[config.mk]
export PLATFORM = sky130hd
export DESIGN_NAME = cal_alarm_match
export DESIGN_NICKNAME = d
export VERILOG_FILES = /design/src/rtl/cal_alarm_pkg.sv /design/src/rtl/cal_alarm_regs.sv /design/src/rtl/cal_alarm_cmp.sv /design/src/rtl/cal_alarm_irq.sv /design/src/rtl/cal_alarm_match.sv
export SDC_FILE = /design/constraint.sdc
export NUM_CORES = 1
export LEC_CHECK = 0
export CAP_MARGIN = 20
export CORE_MARGIN = 3
export CORE_UTILIZATION = 39
export CTS_CLUSTER_SIZE = 10
export DETAILED_ROUTE_END_ITERATION = 6
export GPL_TIMING_DRIVEN = 0
export PLACE_DENSITY = 0.86
export SLEW_MARGIN = 0
export SYNTH_ARGS = -nofsm -noshare
export SYNTH_HDL_FRONTEND = slang
export SYNTH_SLANG_ARGS = --single-unit
[constraint.sdc]
create_clock -name clk_i -period 2.4 [get_ports clk_i]
set_clock_uncertainty 0.1 [all_clocks]
set_input_delay 0.48 -clock clk_i [delete_from_list [all_inputs] [get_ports clk_i]]
set_output_delay 0.48 -clock clk_i [all_outputs]
set_load 0.02 [all_outputs]
[src/rtl/cal_alarm_pkg.sv]
package cal_alarm_pkg;
  localparam int NUM_FIELDS = 7;
  localparam int FIELD_W    = 12;
  localparam int WORD_W     = 32;

  localparam int YEAR_W  = 12;
  localparam int MONTH_W = 4;
  localparam int DAY_W   = 5;
  localparam int DOW_W   = 3;
  localparam int HOUR_W  = 5;
  localparam int MIN_W   = 6;
  localparam int SEC_W   = 6;

  localparam int F_SEC   = 0;
  localparam int F_MIN   = 1;
  localparam int F_HOUR  = 2;
  localparam int F_DOW   = 3;
  localparam int F_DAY   = 4;
  localparam int F_MONTH = 5;
  localparam int F_YEAR  = 6;

  localparam int WORD_DATE  = 0;
  localparam int WORD_TIME  = 1;
  localparam int ARM_BIT    = 28;
  localparam int ACTIVE_BIT = 29;

  localparam logic [1:0] SEL_DATE  = 2'd0;
  localparam logic [1:0] SEL_TIME  = 2'd1;
  localparam logic [1:0] SEL_INTEN = 2'd2;
  localparam logic [1:0] SEL_FORCE = 2'd3;

  function automatic int fld_word(input int f);
    return (f >= F_DAY) ? WORD_DATE : WORD_TIME;
  endfunction

  function automatic int fld_width(input int f);
    case (f)
      F_SEC:   return SEC_W;
      F_MIN:   return MIN_W;
      F_HOUR:  return HOUR_W;
      F_DOW:   return DOW_W;
      F_DAY:   return DAY_W;
      F_MONTH: return MONTH_W;
      default: return YEAR_W;
    endcase
  endfunction

  function automatic int fld_lsb(input int f);
    case (f)
      F_SEC:   return 0;
      F_MIN:   return 8;
      F_HOUR:  return 16;
      F_DOW:   return 24;
      F_DAY:   return 0;
      F_MONTH: return 8;
      default: return 12;
    endcase
  endfunction

  function automatic int fld_en_bit(input int f);
    case (f)
      F_SEC:   return 28;
      F_MIN:   return 29;
      F_HOUR:  return 30;
      F_DOW:   return 31;
      F_DAY:   return 24;
      F_MONTH: return 25;
      default: return 26;
    endcase
  endfunction

  function automatic logic [WORD_W-1:0] word_mask(input int w);
    logic [WORD_W-1:0] m;
    m = '0;
    for (int f = 0; f < NUM_FIELDS; f++) begin
      if (fld_word(f) == w) begin
        m = m | (((WORD_W'(1) << fld_width(f)) - WORD_W'(1)) << fld_lsb(f));
        m[fld_en_bit(f)] = 1'b1;
      end
    end
    if (w == WORD_DATE) m[ARM_BIT] = 1'b1;
    return m;
  endfunction
endpackage

[src/rtl/cal_alarm_regs.sv]
module cal_alarm_regs
  import cal_alarm_pkg::*;
(
  input  logic                          clk_i,
  input  logic                          rst_ni,
  input  logic                          wr_en_i,
  input  logic [1:0]                    wr_sel_i,
  input  logic [WORD_W-1:0]             wr_data_i,
  output logic [WORD_W-1:0]             date_word_o,
  output logic [WORD_W-1:0]             time_word_o,
  output logic [NUM_FIELDS*FIELD_W-1:0] alm_flat_o,
  output logic [NUM_FIELDS-1:0]         fld_en_o,
  output logic                          arm_o,
  output logic                          int_en_o,
  output logic                          int_force_o
);
  localparam logic [WORD_W-1:0] DATE_MASK = word_mask(WORD_DATE);
  localparam logic [WORD_W-1:0] TIME_MASK = word_mask(WORD_TIME);
  localparam logic [WORD_W-1:0] ARM_MASK  = WORD_W'(1) << ARM_BIT;

  logic [WORD_W-1:0] date_q, time_q;
  logic              int_en_q, force_q;
  logic              armed;

  assign armed = date_q[ARM_BIT];

  always_ff @(posedge clk_i or negedge rst_ni) begin
    if (!rst_ni) begin
      date_q   <= '0;
      time_q   <= '0;
      int_en_q <= 1'b0;
      force_q  <= 1'b0;
    end else if (wr_en_i) begin
      case (wr_sel_i)
        SEL_DATE: begin
          // fields frozen while armed; only the arm bit follows
          if (armed) date_q[ARM_BIT] <= wr_data_i[ARM_BIT];
          else       date_q          <= wr_data_i & DATE_MASK;
        end
        SEL_TIME:  if (!armed) time_q <= wr_data_i & TIME_MASK;
        SEL_INTEN: int_en_q <= wr_data_i[0];
        default:   force_q  <= wr_data_i[0];
      endcase
    end
  end

  for (genvar f = 0; f < NUM_FIELDS; f++) begin : g_unpack
    localparam int LSB = fld_lsb(f);
    localparam int W   = fld_width(f);
    localparam int EB  = fld_en_bit(f);
    if (fld_word(f) == WORD_DATE) begin : g_date
      assign alm_flat_o[f*FIELD_W +: FIELD_W] = FIELD_W'(date_q[LSB +: W]);
      assign fld_en_o[f] = date_q[EB];
    end else begin : g_time
      assign alm_flat_o[f*FIELD_W +: FIELD_W] = FIELD_W'(time_q[LSB +: W]);
      assign fld_en_o[f] = time_q[EB];
    end
  end

  assign date_word_o = date_q;
  assign time_word_o = time_q;
  assign arm_o       = armed;
  assign int_en_o    = int_en_q;
  assign int_force_o = force_q;

  AST_LOCK_TIME: assert property (@(posedge clk_i) disable iff (!rst_ni)
    (armed && wr_en_i && wr_sel_i == SEL_TIME) |=> $stable(time_q));
  AST_LOCK_DATE: assert property (@(posedge clk_i) disable iff (!rst_ni)
    (armed && wr_en_i && wr_sel_i == SEL_DATE) |=> $stable(date_q & ~ARM_MASK));
  AST_DATE_CLEAN: assert property (@(posedge clk_i) disable iff (!rst_ni)
    (date_q & ~DATE_MASK) == '0);
  AST_TIME_CLEAN: assert property (@(posedge clk_i) disable iff (!rst_ni)
    (time_q & ~TIME_MASK) == '0);
endmodule

[src/rtl/cal_alarm_cmp.sv]
module cal_alarm_cmp
  import cal_alarm_pkg::*;
(
  input  logic                          clk_i,
  input  logic                          rst_ni,
  input  logic [NUM_FIELDS*FIELD_W-1:0] alm_flat_i,
  input  logic [NUM_FIELDS*FIELD_W-1:0] live_flat_i,
  input  logic [NUM_FIELDS-1:0]         fld_en_i,
  input  logic                          arm_i,
  output logic                          match_o
);
  logic [NUM_FIELDS-1:0] fld_ok;

  for (genvar f = 0; f < NUM_FIELDS; f++) begin : g_lane
    assign fld_ok[f] = !fld_en_i[f] ||
                       (alm_flat_i[f*FIELD_W +: FIELD_W] == live_flat_i[f*FIELD_W +: FIELD_W]);
  end

  assign match_o = arm_i && (|fld_en_i) && (&fld_ok);

  AST_NO_FIELDS: assert property (@(posedge clk_i) disable iff (!rst_ni)
    (fld_en_i == '0) |-> !match_o);
  AST_DISARMED: assert property (@(posedge clk_i) disable iff (!rst_ni)
    !arm_i |-> !match_o);
endmodule

[src/rtl/cal_alarm_irq.sv]
module cal_alarm_irq (
  input  logic clk_i,
  input  logic rst_ni,
  input  logic match_i,
  input  logic int_en_i,
  input  logic force_i,
  output logic raw_o,
  output logic irq_o
);
  logic raw_q;

  always_ff @(posedge clk_i or negedge rst_ni) begin
    if (!rst_ni) raw_q <= 1'b0;
    else         raw_q <= match_i;
  end

  assign raw_o = raw_q;
  assign irq_o = (raw_q & int_en_i) | force_i;

  AST_RAW_SET: assert property (@(posedge clk_i) disable iff (!rst_ni)
    match_i |=> raw_o);
  AST_RAW_CLR: assert property (@(posedge clk_i) disable iff (!rst_ni)
    !match_i |=> !raw_o);
  AST_FORCE_IRQ: assert property (@(posedge clk_i) disable iff (!rst_ni)
    force_i |-> irq_o);
  AST_MASKED: assert property (@(posedge clk_i) disable iff (!rst_ni)
    (!force_i && !int_en_i) |-> !irq_o);
endmodule

[src/rtl/cal_alarm_match.sv]
module cal_alarm_match
  import cal_alarm_pkg::*;
(
  input  logic               clk_i,
  input  logic               rst_ni,
  input  logic [YEAR_W-1:0]  live_year_i,
  input  logic [MONTH_W-1:0] live_month_i,
  input  logic [DAY_W-1:0]   live_day_i,
  input  logic [DOW_W-1:0]   live_dow_i,
  input  logic [HOUR_W-1:0]  live_hour_i,
  input  logic [MIN_W-1:0]   live_min_i,
  input  logic [SEC_W-1:0]   live_sec_i,
  input  logic               wr_en_i,
  input  logic [1:0]         wr_sel_i,
  input  logic [WORD_W-1:0]  wr_data_i,
  output logic [WORD_W-1:0]  alm_date_o,
  output logic [WORD_W-1:0]  alm_time_o,
  output logic               int_raw_o,
  output logic               int_en_o,
  output logic               int_force_o,
  output logic               irq_o
);
  logic [NUM_FIELDS*FIELD_W-1:0] alm_flat, live_flat;
  logic [NUM_FIELDS-1:0]         fld_en;
  logic [WORD_W-1:0]             date_word;
  logic                          arm, match, int_en, int_force;

  assign live_flat[F_SEC*FIELD_W   +: FIELD_W] = FIELD_W'(live_sec_i);
  assign live_flat[F_MIN*FIELD_W   +: FIELD_W] = FIELD_W'(live_min_i);
  assign live_flat[F_HOUR*FIELD_W  +: FIELD_W] = FIELD_W'(live_hour_i);
  assign live_flat[F_DOW*FIELD_W   +: FIELD_W] = FIELD_W'(live_dow_i);
  assign live_flat[F_DAY*FIELD_W   +: FIELD_W] = FIELD_W'(live_day_i);
  assign live_flat[F_MONTH*FIELD_W +: FIELD_W] = FIELD_W'(live_month_i);
  assign live_flat[F_YEAR*FIELD_W  +: FIELD_W] = FIELD_W'(live_year_i);

  cal_alarm_regs u_regs (
    .clk_i       (clk_i),
    .rst_ni      (rst_ni),
    .wr_en_i     (wr_en_i),
    .wr_sel_i    (wr_sel_i),
    .wr_data_i   (wr_data_i),
    .date_word_o (date_word),
    .time_word_o (alm_time_o),
    .alm_flat_o  (alm_flat),
    .fld_en_o    (fld_en),
    .arm_o       (arm),
    .int_en_o    (int_en),
    .int_force_o (int_force)
  );

  cal_alarm_cmp u_cmp (
    .clk_i       (clk_i),
    .rst_ni      (rst_ni),
    .alm_flat_i  (alm_flat),
    .live_flat_i (live_flat),
    .fld_en_i    (fld_en),
    .arm_i       (arm),
    .match_o     (match)
  );

  cal_alarm_irq u_irq (
    .clk_i    (clk_i),
    .rst_ni   (rst_ni),
    .match_i  (match),
    .int_en_i (int_en),
    .force_i  (int_force),
    .raw_o    (int_raw_o),
    .irq_o    (irq_o)
  );

  always_comb begin
    alm_date_o             = date_word;
    alm_date_o[ACTIVE_BIT] = match;
  end

  assign int_en_o    = int_en;
  assign int_force_o = int_force;

  AST_ACTIVE_NEEDS_ARM: assert property (@(posedge clk_i) disable iff (!rst_ni)
    alm_date_o[ACTIVE_BIT] |-> alm_date_o[ARM_BIT]);
endmodule

==> impl_metrics.ini, run 1 <==
[status]
run_status = finished, violations left
violations = setup timing

[timing]
slew_violations = 0
setup_slack_ns = -0.113
worst_slew_pin_slew_ns = 0.590
setup_viol = 1
min_period_over_period = 1.05
tns_ns = -0.113
fmax_ghz = 0.398
slew_headroom = 0.607
rsz0062_at_grt = true
finalHoldViolCount = 0
fin_crit_ns = 2.51
worst_hold_slack_ns = 0.0713

[die]
die_x_um = 89.2
io_pins = 146
coreArea_um2 = 6530
die_h_um = 89.2
die_area_um2 = 7950
rows = 29
start_util = 0.413

[clock_tree]
tritoncts = built
clkSinkCount = 52
cts-root-buf = clkbuf_8
clk_pin_slew_worst_paths_ns = 0.09
cts_buffer_depth = 2
htreeDepth = 2
cts_made_buffers = 5
clock_latency_ns = 0.30

[yosys]
synth_edf_count = 0
yosysSeqAreaShare = 0.482
synthFlopType = dfrtp_1
synth_commonest_cells = dfrtp_1 (52), xor2_1 (27), mux2_4 (20)
synth.most_common_cell = dfrtp_1
ys_ff_latch = 52
synthesis.area_um2 = 2700
synthTopCellsByArea = dfrtp_1 (48%), mux2_4 (11%), xor2_1 (8.8%), mux2_1 (6.7%), mux2_2 (6.3%)
ys_warn_count = 0
ys_types = 23
yosysTopAreaCell = dfrtp_1
synth_area_per_cell_um2 = 13.9
synth-async-reset-ratio = 1.00
synth.top_cell.area_share = 0.482
syn_inst = 194

[cells_and_area]
fillers = 495
utilization = 0.664
fin_nets = 424
area_delta_synth_final_pct = 60.8
regArea_um2 = 1300
fin_area_um2 = 4340
multi_input_comb_area_um2 = 1320
drive_gt1_frac = 0.236

[global_routing]
antenna_found_initial = 1
overflow = 0
grt_pass1_wl_um = 11000
grt_pass1_vias = 2199
grt_max_degree = 30
grt_usage = 0.184

[route]
drt_first_pass_iters = 4
viasPerCell = 4.78
dr_total_vias = 2033
ant_nets = 0
drc_errors = 0
drt_iter0_markers = 30
wl_um = 7180
wl_per_cell_um = 16.9

[placed_design]
portBuffers = 128
dp_hpwl_um = 5720
placed_area_um2 = 4140
gp_congestion = 0.767

[critical_path]
critical_path.max_stage_delay_ns = 0.40
cpMaxStageDelayCell = o41ai_2
regToRegStartpoint = u_regs.date_word_o[28]$_DFFE_PN0P_
worstPathCellList = dlygate4sd2_1, xor2_1, o41ai_2, nand4_1, a211oi_2, buf_4
worstPathRequired_ns = 1.82
reg2regPathDepth = 4
arrival_ns = 1.93
path_buf_inv = 2
r2r-end = u_regs.time_word_o[19]$_DFFE_PN0P_
crit_fanout = 2
path_class = input port to primary output
crit_family = compound AO/OA/AOI/OAI gates
r2r_slack_ns = 0.71
start_kind = input port
worstSetupEndpointType = primary output

[power_and_ir_drop]
power_uw = 3890
leakagePower_uw = 0.00195
ir_drop_mv = 0.460
power_density_nw_per_um2 = 897

[hold_path]
hp-class = input port to asynchronous set/reset pin

[job]
max-cap-violations = 0
[how the worst max path moves through the flow]
stage,slack (ns),start,to,depth (start not counted)
finish,-0.11,live_month_i[2],alm_date_o[29],6
global route,-0.19,live_month_i[2],alm_date_o[29],6
CTS,-0.22,u_regs.time_word_o[9]$_DFFE_PN0P_,alm_date_o[29],6
detailed placement,-1.14,live_min_i[1],alm_date_o[29],8
global placement,-1.08,live_min_i[1],alm_date_o[29],8
floorplan,0.31,live_month_i[1],alm_date_o[29],5
[repair_timing]
item | 4_1_cts | 5_1_grt
hold buffers | 0 | 0
gates resized for setup | 35 | 13
pin swaps | 25 | 20
cloned | 0 | 0
setup buffers | 1 | 3
endpoints found under the setup margin | 1 | 1
endpoints found under the hold margin | 0 | 0
[metal layers]
| metal | share of wire | up-vias | GRT usage |
|---|---|---|---|
| met1 | 0.40 | 985 | 0.223 |
| met2 | 0.50 | 90 | 0.324 |
| li1 | - | 949 | - |
| met4 | 0.012 | 0 | 0.0406 |
| met5 | 0 | - | 0 |
| met3 | 0.085 | 9 | 0.0525 |
[stage by stage]
| step | setup WS [ns] | std cells |
|---|---|---|
| 2_1_floorplan | 0.310 | 207 |
| 3_3_place_gp | -1.08 | 412 |
| 3_5_place_dp | -1.14 | 413 |
| 4_1_cts | -0.217 | 421 |
| 5_1_grt | -0.189 | 425 |
| 6_report | -0.113 | 425 |
[cell families (layout without fill, tap and decap cells)]
group           Yosys count  after routing  share of synthesized area
flops                    52             52                      0.482
mux                      51             51                      0.241
xor+xnor                 41             41                      0.133
buf+inv                  22            162                     0.0746
simple gates             19             19                     0.0454
compound gates            8              8                     0.0227
other cells               1             15                    0.00139
[where the power goes]
part | internal, uW | switching [uW]
registers | 1150 | 306
logic | 1040 | 804
clock network | 310 | 281
total | 2500 | 1390
[layout by cell type (no fill, tap or decap), types with 3 or more instances in the layout]
master / instances
buf_12: 3
buf_4: 21
buf_6: 3
clkbuf_8: 5
clkdlybuf4s50_1: 94
conb_1: 14
dfrtp_1: 52
dlygate4sd2_1: 22
dlymetal6s2s_1: 10
mux2_1: 16
mux2_2: 15
mux2_4: 20
nand3_1: 4
nand4_1: 4
xnor2_1: 13
xor2_1: 25
[flip-flops by register name, summed over array words and instances (netlist names)]
name,count
u_regs.time_word_o,24
u_irq.raw_o,1
u_regs.int_force_o,1
u_regs.date_word_o,25
u_regs.int_en_o,1
[worst register-to-register path, cell delays in order, from the launching register on]
cell      delay, ns
dfrtp_1        0.46
nor4bb_1       0.28
buf_4          0.21
buf_6          0.18
mux2_2         0.35
[final cells by class]
cell class,instances,share of cell area
Timing Repair Buffer,133,0.304
Antenna cell,1,0.000577
Clock inverter,2,0.00807
Clock buffer,6,0.0167
Sequential cell,52,0.300
Multi-Input combinational cell,133,0.303
Tap cell,77,0.0222
Buffer,21,0.0447
No activity file was read; power rests on OpenSTA's default activity.
==> run 2, diff against run 1 <==
Settings changed: CAP_MARGIN 20 to not set, CORE_UTILIZATION 39 to 42, PLACE_DENSITY 0.86 to 0.92.
Clock period 2.4 ns to 3.25 ns, I/O delays scaled along.
==> impl_metrics.ini, run 2 (synthesized netlist as in run 1, its figures left out) <==
[status]
run_status = completed

[global_routing]
grt_usage = 0.194
grt_pass1_wl_um = 11100
grt_max_degree = 29
grt_pass1_vias = 2186
antenna_found_initial = 0
gr-usage-met3 = 0.0567
overflow = 0
grt_use_met2 = 0.349
busiest_layer = met2
gr-usage-met1 = 0.231

[clock_tree]
clk_pin_slew_worst_paths_ns = 0.09
tritoncts = built
clock_latency_ns = 0.30
htreeDepth = 2
cts-root-buf = clkbuf_8
cts_made_buffers = 5
clkSinkCount = 52
postCtsHoldBufs = 0
cts_buffer_depth = 2
cts_setup_buffers = 0

[timing]
slew_violations = 0
worst_hold_slack_ns = 0.242
rsz0062_at_grt = false
worst_slew_pin_slew_ns = 0.585
min_period_over_period = 0.965
finalHoldViolCount = 0
fmax_ghz = 0.319
fin_crit_ns = 3.14
setup_slack_ns = 0.113
setup_viol = 0
slew_headroom = 0.610

[critical_path]
worstPathRequired_ns = 2.50
arrival_ns = 2.39
path_class = input port to primary output
start_kind = input port
crit_fanout = 2
r2r_slack_ns = 1.55
worstSetupEndpointType = primary output
reg2regPathDepth = 4

[power_and_ir_drop]
pwr-share-clk = 0.154
p_int_uw = 1830
ir_drop_mv = 0.386
power_density_nw_per_um2 = 663
combPwrFrac = 0.469
leakagePower_uw = 0.00181
switching_power_uw = 1000
sw_frac_of_total = 0.354
seq_power_share = 0.377
power_uw = 2830

[route]
drc_errors = 0
wl_per_cell_um = 16.8
drt_first_pass_iters = 4
wl_um = 7030
dr_total_vias = 1993
viasPerCell = 4.76
ant_nets = 0
drt_iter0_markers = 67

[die]
rows = 28
die_area_um2 = 7420
start_util = 0.445
io_pins = 146
coreArea_um2 = 6060
die_x_um = 86.2
die_h_um = 86.2

[cells_and_area]
num_antenna_cells = 0
area_delta_synth_final_pct = 58.4
drive_gt1_frac = 0.218
regArea_um2 = 1300
largest_reg_flops = 25
multi_input_comb_area_um2 = 1280
layout.cells.non_filler = 419
layout_commonest_cell = clkdlybuf4s50_1
mostFrequentLayoutCells = clkdlybuf4s50_1 (126), dfrtp_1 (52), xor2_1 (27)
fin_nets = 421
fillers = 481

[hold_path]
hp-class = input port to asynchronous set/reset pin

[placed_design]
portBuffers = 128
pre_cts_ws_ns = -0.542
gp_congestion = 0.753
dp_hpwl_um = 5690
placed_cells_incl_taps = 411

[job]
max-cap-violations = 0
==> run 2: cell types whose count changed in the layout (fill, tap and decap cells not counted), moves of 2 or more <==
cell / previous run / this run
buf_4: 21 / 17
dlymetal6s2s_1: 10 / 0
xor2_1: 25 / 27
clkdlybuf4s50_1: 94 / 126
dlygate4sd2_1: 22 / 0
xor2_2: 2 / 0
==> run 2: metal layers <==
metal,vias up,part of all wire
met5,-,0
met4,0,0.0068
met3,6,0.086
met2,85,0.51
met1,955,0.39
li1,947,-
==> run 2: final cells by class <==
cell class | instances | share of cell area
Buffer | 22 | 0.0471
Timing Repair Buffer | 129 | 0.302
Clock buffer | 6 | 0.0170
Sequential cell | 52 | 0.304
Tap cell | 75 | 0.0220
Multi-Input combinational cell | 133 | 0.299
Clock inverter | 2 | 0.00820
==> run 2: worst paths after layout <==
kind,startpoint,endpoint
min in group clk_i,u_regs.time_word_o[8]$_DFFE_PN0P_,u_regs.time_word_o[8]$_DFFE_PN0P_
min reg2reg,u_regs.time_word_o[8]$_DFFE_PN0P_,u_regs.time_word_o[8]$_DFFE_PN0P_
max,live_month_i[1],alm_date_o[29]
max reg2reg,u_regs.date_word_o[28]$_DFFE_PN0P_,u_regs.time_word_o[19]$_DFFE_PN0P_
max in group asynchronous,rst_ni,u_regs.time_word_o[0]$_DFFE_PN0P_
min,rst_ni,u_regs.date_word_o[9]$_DFFE_PN0P_
==> run 2: critical path, cell delays in order <==
cell and delay (ns):
clkdlybuf4s50_1 0.42, xor2_1 0.18, o41ai_2 0.41, nand4_1 0.16
a211oi_2 0.28, buf_4 0.15, buf_2 0.15
==> run 2: through the flow <==
stage	instance area, um^2	setup TNS, ns	utilization
after CTS	4270	0	0.704
final	4270	0	0.705
after detailed placement	4140	-0.542	0.683
after global placement	4120	-8.44	0.680
after global routing	4270	0	0.705
after floorplan	2750	0	-
==> run 2: power by group through the flow <==
stage / sequential [uW] / combinational (uW) / clock (uW)
after detailed placement: 1080 / 1320 / 0
after global placement: 1070 / 1290 / 0
after global routing: 1100 / 1410 / 473
final: 1070 / 1330 / 437
after CTS: 1070 / 1340 / 448
after floorplan: 1290 / 435 / 0
==> run 2: timing repair <==
action / in CTS / in global routing
cloned: 0 / 0
gates resized for setup: 9 / 1
setup endpoints to repair: 1 / 1
pin swaps: 7 / 2
==> run 3, diff against run 2 <==
Settings changed: ABC_AREA set to 1, CORE_UTILIZATION 42 to 45, PLACE_DENSITY 0.92 to 0.93.
==> impl_metrics.ini, run 3 <==
[timing]
fin_crit_ns = 2.95
slew_headroom = 0.579
min_period_over_period = 0.907
setup_slack_ns = 0.301
setup_viol = 0
fmax_ghz = 0.339
finalHoldViolCount = 0
rsz0062_at_grt = false
worst_hold_slack_ns = 0.260
worst_slew_pin_slew_ns = 0.631
slew_violations = 0

[clock_tree]
htreeDepth = 2
tritoncts = built
clk_pin_slew_worst_paths_ns = 0.09
cts_buffer_depth = 2
cts-root-buf = clkbuf_8
clkSinkCount = 52
cts_made_buffers = 5
clock_latency_ns = 0.30
cts_setup_buffers = 0

[cells_and_area]
num_antenna_cells = 0
regArea_um2 = 1300
fillers = 517
fin_nets = 625
largest_reg_flops = 25
drive_gt1_frac = 0.141
utilization = 0.711
layout.cells.non_filler = 625
area_delta_synth_final_pct = 49.9
multi_input_comb_area_um2 = 1350
layout_commonest_cell = nand2_1
mostFrequentLayoutCells = nand2_1 (132), clkdlybuf4s50_1 (126), inv_1 (74)

[yosys]
synthFlopType = dfrtp_1
synthTopCellsByArea = dfrtp_1 (42%), nand2_1 (16%), inv_1 (9.0%), o21ai_2 (8.0%), nor2_1 (4.5%)
ys_warn_count = 0
ys_ff_latch = 52
yosysSeqAreaShare = 0.422
ys_types = 21
synth_commonest_cells = nand2_1 (132), inv_1 (74), dfrtp_1 (52)
syn_inst = 398
muxShareOfSynthArea = 0.0341
synth-simple-area-share = 0.232
yosysTopAreaCell = dfrtp_1
synth-adder-area-share = 0
synth.top_cell.area_share = 0.422
synthXorXnorAreaFrac = 0.0370
synthesis.area_um2 = 3080
synth_top_family_by_area = simple AND/OR/NAND/NOR gates
synth_edf_count = 0
synth_area_per_cell_um2 = 7.74
synth_compound_area_frac = 0.115
synth.most_common_cell = nand2_1
synth-async-reset-ratio = 1.00

[placed_design]
dp_hpwl_um = 6850
gp_congestion = 0.811
pre_cts_ws_ns = -0.155
portBuffers = 128
placed_cells_incl_taps = 617

[global_routing]
grt_pass1_vias = 2971
overflow = 0
grt_usage = 0.222
grt_pass1_wl_um = 13500
grt_max_degree = 28
antenna_found_initial = 0

[route]
wl_per_cell_um = 13.6
viasPerCell = 4.65
drc_errors = 0
drt_iter0_markers = 100
ant_nets = 0
dr_total_vias = 2908
wl_um = 8510
drt_first_pass_iters = 4

[critical_path]
crit_path_frequent_cell = nand2_1
cpMaxStageDelayCell = clkdlybuf4s50_1
worstPathRequired_ns = 2.50
cp.depth = 13
crit_family = buffers and inverters
critical_path.max_stage_delay_ns = 0.49
path_buf_inv = 5
start_kind = input port
path_class = input port to primary output
reg2regPathDepth = 9
worstSetupEndpointType = primary output
worstPathCellList = clkdlybuf4s50_1, inv_1, nand2_1, nand2_1, nor2_1, nand3_1, nand2_1, nand2_1, inv_1, nand2_1, nor2_1, buf_4, clkbuf_2
arrival_ns = 2.20
crit_fanout = 2

[die]
rows = 29
io_pins = 146
coreArea_um2 = 6490
start_util = 0.474
die_h_um = 88.7
die_area_um2 = 7870
die_x_um = 88.7

[status]
run_status = completed

[power_and_ir_drop]
leakagePower_uw = 0.00243
power_density_nw_per_um2 = 510
ir_drop_mv = 0.269
power_uw = 2350

[job]
max-cap-violations = 0

[hold_path]
hp-class = input port to asynchronous set/reset pin
run 3: path summary, 6_finish.rpt:
check / start / end / slack [ns]
max: live_hour_i[2] / alm_date_o[29] / 0.30
min: rst_ni / u_regs.date_word_o[15]$_DFFE_PN0P_ / 0.26
max reg2reg: u_regs.date_word_o[8]$_DFFE_PN0P_ / u_irq.raw_o$_DFF_PN0_ / 1.87
min reg2reg: u_regs.date_word_o[3]$_DFFE_PN0P_ / u_regs.date_word_o[3]$_DFFE_PN0P_ / 0.43
max in group asynchronous: rst_ni / u_regs.date_word_o[2]$_DFFE_PN0P_ / 2.23
min in group clk_i: u_regs.date_word_o[3]$_DFFE_PN0P_ / u_regs.date_word_o[3]$_DFFE_PN0P_ / 0.43
run 3: layout make-up:
cell class | instances | area share
Inverter | 74 | 0.0602
Tap cell | 77 | 0.0209
Sequential cell | 52 | 0.282
Timing Repair Buffer | 129 | 0.280
Buffer | 24 | 0.0455
Clock inverter | 2 | 0.00217
Multi-Input combinational cell | 261 | 0.292
Clock buffer | 6 | 0.0179
run 3: worst reg2reg max path, stage by stage, from the launching register on:
cell and delay, ns:
dfrtp_1 0.42, nor2_1 0.10, nor2_1 0.05, nor2_1 0.10
nand2_1 0.08, nand2_1 0.08, nand2_1 0.05, nor2_1 0.10
nand2_1 0.06, nor2_1 0.16
run 3: cell families (layout without fill, tap and decap cells):
| group | count (synthesis) | count (layout) |
|---|---|---|
| simple gates | 180 | 180 |
| other cells | 1 | 14 |
| compound gates | 47 | 47 |
| mux | 7 | 7 |
| flops | 52 | 52 |
| buf+inv | 98 | 235 |
| xor+xnor | 13 | 13 |
run 3: through the flow:
step,TNS [ns],instance area (um^2)
final,0,4620
after global routing,0,4620
after CTS,0,4610
after detailed placement,-0.155,4520
after global placement,-1.71,4510
after floorplan,0,3130
run 3: repair_timing:
| item | CTS | global route |
|---|---|---|
| resized for setup | 1 | 3 |
| cloned | 0 | 0 |
| hold buffers | 0 | 0 |
| setup endpoints to repair | 1 | 1 |
run 3: power by group:
group | total (uW) | leakage [uW] | internal [uW] | switching, uW
Combinational | 1040 | 0.00174 | 528 | 512
Sequential | 933 | 0.000641 | 782 | 151
Clock | 380 | 0.0000510 | 170 | 210
Total | 2350 | 0.00243 | 1480 | 872
run 3: metal layers:
metal / GRT usage / vias up / routed length (um)
met5: 0 / - / 0
met4: 0.0577 / 0 / 106
met3: 0.0540 / 11 / 678
met2: 0.404 / 123 / 4320
met1: 0.261 / 1321 / 3400
li1: - / 1453 / -
